[config.mk]
export PLATFORM = sky130hd
export DESIGN_NAME = pt_walker
export DESIGN_NICKNAME = d
export VERILOG_FILES = /design/src/rtl/ptw_pkg.sv /design/src/rtl/ptw_addr_gen.sv /design/src/rtl/ptw_entry_dec.sv /design/src/rtl/ptw_pa_build.sv /design/src/rtl/pt_walker.sv
export SDC_FILE = /design/constraint.sdc
export NUM_CORES = 1
export LEC_CHECK = 0
export ABC_CLOCK_PERIOD_IN_PS = 3500
export BUFFER_PORTS_ARGS = -buffer_cell sky130_fd_sc_hd__clkbuf_2
export CORE_MARGIN = 4
export CORE_UTILIZATION = 49
export DETAILED_ROUTE_END_ITERATION = 16
export PLACE_DENSITY = 0.8
export SLEW_MARGIN = 40
export SYNTH_ARGS = -nofsm -noshare
export SYNTH_HDL_FRONTEND = slang
export SYNTH_SLANG_ARGS = --single-unit
[constraint.sdc]
create_clock -name clk -period 3.5 [get_ports clk]
set_clock_uncertainty 0.1 [all_clocks]
set_input_delay 0.7 -clock clk [delete_from_list [all_inputs] [get_ports clk]]
set_output_delay 0.7 -clock clk [all_outputs]
set_load 0.02 [all_outputs]
[src/rtl/ptw_pkg.sv]
package ptw_pkg;
    localparam int VA_W     = 48;
    localparam int PA_W     = 52;
    localparam int PTE_W    = 64;
    localparam int IDX_W    = 9;
    localparam int PG_OFF   = 12;
    localparam int LEVELS   = 4;
    localparam int ENT_SH   = 3;
    localparam int FRAME_W  = PA_W - PG_OFF;
    localparam int LVL_W    = $clog2(LEVELS);
    localparam int PRESENT_BIT = 0;
    localparam int SIZE_BIT    = 7;
    // one bit per level (0 = lowest): where the size flag ends a walk
    localparam logic [LEVELS-1:0] LEAF_OK_MASK = 4'b0110;

    typedef logic [LVL_W-1:0] lvl_t;

    typedef enum logic [1:0] {
        PG_4K = 2'd0,
        PG_2M = 2'd1,
        PG_1G = 2'd2
    } pg_size_e;

    typedef enum logic [1:0] {
        ST_IDLE,
        ST_ISSUE,
        ST_WAIT,
        ST_DONE
    } walk_state_e;

    typedef struct packed {
        logic               present;
        logic               leaf;
        pg_size_e           size;
        logic [FRAME_W-1:0] frame;
    } pte_dec_t;

    function automatic pg_size_e size_of_level(lvl_t l);
        case (l)
            lvl_t'(0): return PG_4K;
            lvl_t'(1): return PG_2M;
            default:   return PG_1G;
        endcase
    endfunction
endpackage

[src/rtl/ptw_addr_gen.sv]
module ptw_addr_gen
    import ptw_pkg::*;
(
    input  logic [FRAME_W-1:0] base,
    input  logic [VA_W-1:0]    vaddr,
    input  lvl_t               level,
    output logic [PA_W-1:0]    addr
);
    logic [IDX_W-1:0] idx;

    always_comb begin
        idx  = vaddr[PG_OFF + IDX_W*int'(level) +: IDX_W];
        addr = {base, idx, {ENT_SH{1'b0}}};
    end
endmodule

[src/rtl/ptw_entry_dec.sv]
module ptw_entry_dec
    import ptw_pkg::*;
(
    input  logic [PTE_W-1:0] pte,
    input  lvl_t             level,
    output pte_dec_t         dec
);
    logic size_flag_honoured;

    always_comb begin
        size_flag_honoured = pte[SIZE_BIT] && LEAF_OK_MASK[level];
        dec.present = pte[PRESENT_BIT];
        dec.leaf    = (level == lvl_t'(0)) || size_flag_honoured;
        dec.size    = size_of_level(level);
        dec.frame   = pte[PA_W-1:PG_OFF];
    end
endmodule

[src/rtl/ptw_pa_build.sv]
module ptw_pa_build
    import ptw_pkg::*;
(
    input  logic [FRAME_W-1:0] frame,
    input  logic [VA_W-1:0]    vaddr,
    input  pg_size_e           size,
    output logic [PA_W-1:0]    paddr
);
    logic [PA_W-1:0] cand [LEVELS];

    for (genvar g = 0; g < LEVELS; g++) begin : g_cand
        // mapping of a level-g leaf: upper frame bits, lower offset bits from the VA
        assign cand[g] = {frame[FRAME_W-1:g*IDX_W], vaddr[PG_OFF+g*IDX_W-1:0]};
    end

    always_comb paddr = cand[size];
endmodule

[src/rtl/pt_walker.sv]
module pt_walker
    import ptw_pkg::*;
(
    input  logic             clk,
    input  logic             rst,
    input  logic             req_valid,
    output logic             req_ready,
    input  logic [VA_W-1:0]  req_vaddr,
    input  logic [PA_W-1:0]  root_base,
    output logic             mem_req_valid,
    input  logic             mem_req_ready,
    output logic [PA_W-1:0]  mem_req_addr,
    input  logic             mem_rsp_valid,
    input  logic [PTE_W-1:0] mem_rsp_data,
    output logic             rsp_valid,
    input  logic             rsp_ready,
    output logic [PA_W-1:0]  rsp_paddr,
    output logic [1:0]       rsp_size,
    output logic             rsp_fault
);
    walk_state_e        state_q;
    logic [VA_W-1:0]    va_q;
    logic [FRAME_W-1:0] base_q;
    lvl_t               lvl_q;
    logic [PA_W-1:0]    paddr_q;
    pg_size_e           size_q;
    logic               fault_q;

    pte_dec_t           dec;
    logic [PA_W-1:0]    leaf_pa;

    ptw_addr_gen u_addr (
        .base  (base_q),
        .vaddr (va_q),
        .level (lvl_q),
        .addr  (mem_req_addr)
    );

    ptw_entry_dec u_dec (
        .pte   (mem_rsp_data),
        .level (lvl_q),
        .dec   (dec)
    );

    ptw_pa_build u_pa (
        .frame (dec.frame),
        .vaddr (va_q),
        .size  (dec.size),
        .paddr (leaf_pa)
    );

    always_ff @(posedge clk) begin
        if (rst) begin
            state_q <= ST_IDLE;
            va_q    <= '0;
            base_q  <= '0;
            lvl_q   <= '0;
            paddr_q <= '0;
            size_q  <= PG_4K;
            fault_q <= 1'b0;
        end else begin
            case (state_q)
                ST_IDLE: begin
                    if (req_valid) begin
                        va_q    <= req_vaddr;
                        base_q  <= root_base[PA_W-1:PG_OFF];
                        lvl_q   <= lvl_t'(LEVELS-1);
                        state_q <= ST_ISSUE;
                    end
                end
                ST_ISSUE: begin
                    if (mem_req_ready) state_q <= ST_WAIT;
                end
                ST_WAIT: begin
                    if (mem_rsp_valid) begin
                        if (!dec.present) begin
                            fault_q <= 1'b1;
                            paddr_q <= '0;
                            size_q  <= PG_4K;
                            state_q <= ST_DONE;
                        end else if (dec.leaf) begin
                            fault_q <= 1'b0;
                            paddr_q <= leaf_pa;
                            size_q  <= dec.size;
                            state_q <= ST_DONE;
                        end else begin
                            base_q  <= dec.frame;
                            lvl_q   <= lvl_q - lvl_t'(1);
                            state_q <= ST_ISSUE;
                        end
                    end
                end
                ST_DONE: begin
                    if (rsp_ready) state_q <= ST_IDLE;
                end
                default: state_q <= ST_IDLE;
            endcase
        end
    end

    assign req_ready     = (state_q == ST_IDLE);
    assign mem_req_valid = (state_q == ST_ISSUE);
    assign rsp_valid     = (state_q == ST_DONE);
    assign rsp_paddr     = paddr_q;
    assign rsp_size      = size_q;
    assign rsp_fault     = fault_q;
endmodule

==> flow_summary.ini <==
[power]
power_leakage_nw = 3.75
powerDensity_mw_per_mm2 = 585
finalPower_mw = 5.25
peakVddDrop_uv = 369

[critical_path]
crit_fanout = 15
startpoint_type = register
arrival_ns = 2.52
cp.required_ns = 2.70
r2r_slack_ns = 0.83
worstSetupPathType = register to output port
worst_setup_path_end_kind = output port

[place]
place_area_sq_mm = 0.00835
detailed_place_hpwl_microns = 16300
place_ws_ns = 0.548
numPortBuffers = 242
gp_congestion = 0.918

[synth]
ys.flop_type = dfxtp_1
yosysWarnings = 0
yosysTopAreaCell = dfxtp_1
syn_area_sq_mm = 0.00713
synth_edf_count = 0
synth.distinct_cells = 49
yosys_register_bits = 147
yosysSeqAreaShare = 0.413
avgSynthCellArea_sq_um = 8.55
synthTopCellsByArea = dfxtp_1 (41%), nand2_1 (12%), a21oi_1 (9.0%)
ys_async_sr_fraction = 0
post_synth_inst_count = 834
netlist.area_leader.share = 0.413

[sta]
setup_viol = 0
tns_ns = 0
rsz0062_at_grt = false
min_period_ns = 3.32
maxSlewHeadroom = 0.471
hold_viol_final = 0
fmax_mhz = 301
drv_slew = 0
tightestPinTransition_ns = 0.793
post-route-period-util = 0.949
fin_ws_ns = 0.180

[detailed_routing]
drt_iter0_markers = 589
wl_met2_microns = 10700
top_layer_used = met4
firstDrtPassIters = 5
post_drt_wl_per_cell_microns = 18.7
totalWireLength_microns = 22900
vias = 7021
drt-met1-wl_microns = 9610
drc = 0
ant_nets = 0
wl_met3_microns = 1890
vias_per_cell = 5.72

[layout]
insertedDiodeCount = 0
fin_area_sq_mm = 0.00896
regArea_sq_mm = 0.00294
fin_nets = 1208
synthToLayoutAreaGrowth_pct = 25.7
multi_input_area_sq_mm = 0.00380
drive_gt1_frac = 0.344
n_fill_cell = 1248

[grt]
grt_max_degree = 61
grt_pass1_vias = 6687
track_usage = 0.269
grt-ovfl-total = 0
grt_pass1_wl_microns = 35300
grt_antenna_before_repair = 0

[hold_path]
min_path_type = register to register

[cts]
htreeDepth = 4
path_clk_slew_ns = 0.06
ctsResizeCount = 0
post-cts-setup-buffers = 0
cts_root_buf = clkbuf_16
tritoncts = built
ctsHoldBuffers = 0
clock_latency_ns = 0.42
clock_path_buffers = 2
numCtsBuffers = 17
clkSinkCount = 147

[die]
die_h_microns = 129
die_x_microns = 129
rows = 43
core_sq_mm = 0.0140
dieArea_sq_mm = 0.0165
io_pins = 280
initial_core_util = 0.508

[status]
status = finished, final reports clean

[flow_run]
drv_cap = 0
[registers in the layout (all words and copies together), names as in the netlist]
| name | count |
|---|---|
| rsp_paddr | 52 |
| va_q | 48 |
| rsp_size | 2 |
| rsp_fault | 1 |
| base_q | 40 |
| state_q | 2 |
| lvl_q | 2 |
[power breakdown]
part	internal (mW)	leakage, nW	switching, mW
clock network	1.14	0.283	0.728
logic	0.543	2.27	0.893
registers	1.82	1.20	0.123
[per-layer routing]
metal  vias to the layer above  GRT usage
met2                       322      0.425
met1                      3320      0.358
met4                         0      0.117
li1                       3334          -
met5                         -          0
met3                        45     0.0565
[cells in the mapped netlist, drive strengths merged (2+ instances only)]
master and n:
o41ai 2, nand3 40, a211oi 2, dfxtp 147, a22oi 18, nor2b 11, mux2 29, mux2i 19
a21oi 128, o22ai 3, inv 3, buf 48, and2 4, o21ai 7, nand2b 5, nand2 224
a2111oi 5, nor2 31, ha 4, a31oi 4, mux4 9, clkbuf 33, a311oi 43
[worst max-delay path, cell delays in order, from the launching register on]
cell	delay [ns]
dfxtp_1	0.33
inv_1	0.11
ha_2	0.53
buf_4	0.21
mux2i_1	0.11
nand2_1	0.09
a21oi_1	0.07
o41ai_1	0.38
clkbuf_2	0.25
[metrics by stage]
step | hold WS (ns) | utilization | std cells
after floorplan | 0.336 | - | 836
after global placement | 0.339 | 0.594 | 1195
after detailed placement | 0.343 | 0.594 | 1195
after CTS | 0.354 | 0.637 | 1227
after global routing | 0.369 | 0.638 | 1227
final | 0.352 | 0.638 | 1227
[cells by family after synthesis]
family	Yosys count	synth area share
other	1	0.000526
AND/OR/NAND/NOR	319	0.186
AO/OA/AOI/OAI	222	0.231
adder cells (fa/ha/maj)	4	0.00702
buffers and inverters	84	0.0612
multiplexers	57	0.101
flip-flops	147	0.413
[placed cells by master (no fill, tap or decap), drive strengths merged, types with 2 or more instances in the layout]
cell type    n
buf         19
dfxtp      147
a311oi      43
clkinvlp     4
ha           4
o41ai        2
nand2b       5
a31oi        4
inv          4
a21oi      128
nor2b       11
nor2        31
nand2      224
and2         4
nand3       40
clkinv       4
a211oi       2
bufinv       3
a22oi       18
a2111oi      5
o22ai        3
clkbuf     261
o21ai        7
mux4         9
conb         3
mux2        29
mux2i       19
[final timing paths]
| path | startpoint | end | cells after the start |
|---|---|---|---|
| setup reg to reg | state_q[1]$_SDFFE_PP0P_ | lvl_q[1]$_SDFFE_PP0P_ | 5 |
| setup / recovery | lvl_q[0]$_SDFFE_PP0P_ | mem_req_addr[6] | 8 |
| hold / removal | rsp_paddr[51]$_SDFFE_PP0P_ | rsp_paddr[51]$_SDFFE_PP0P_ | 2 |
| hold reg to reg | rsp_paddr[51]$_SDFFE_PP0P_ | rsp_paddr[51]$_SDFFE_PP0P_ | 2 |
[final cells by class]
class                           instances  area share
Timing Repair Buffer                  260       0.154
Multi-Input combinational cell        605       0.424
Clock buffer                           20      0.0498
Inverter                                3     0.00126
Sequential cell                       147       0.328
Clock inverter                         12      0.0174
Tap cell                              180      0.0251
Note: power is estimated with default switching activity, not from simulation.
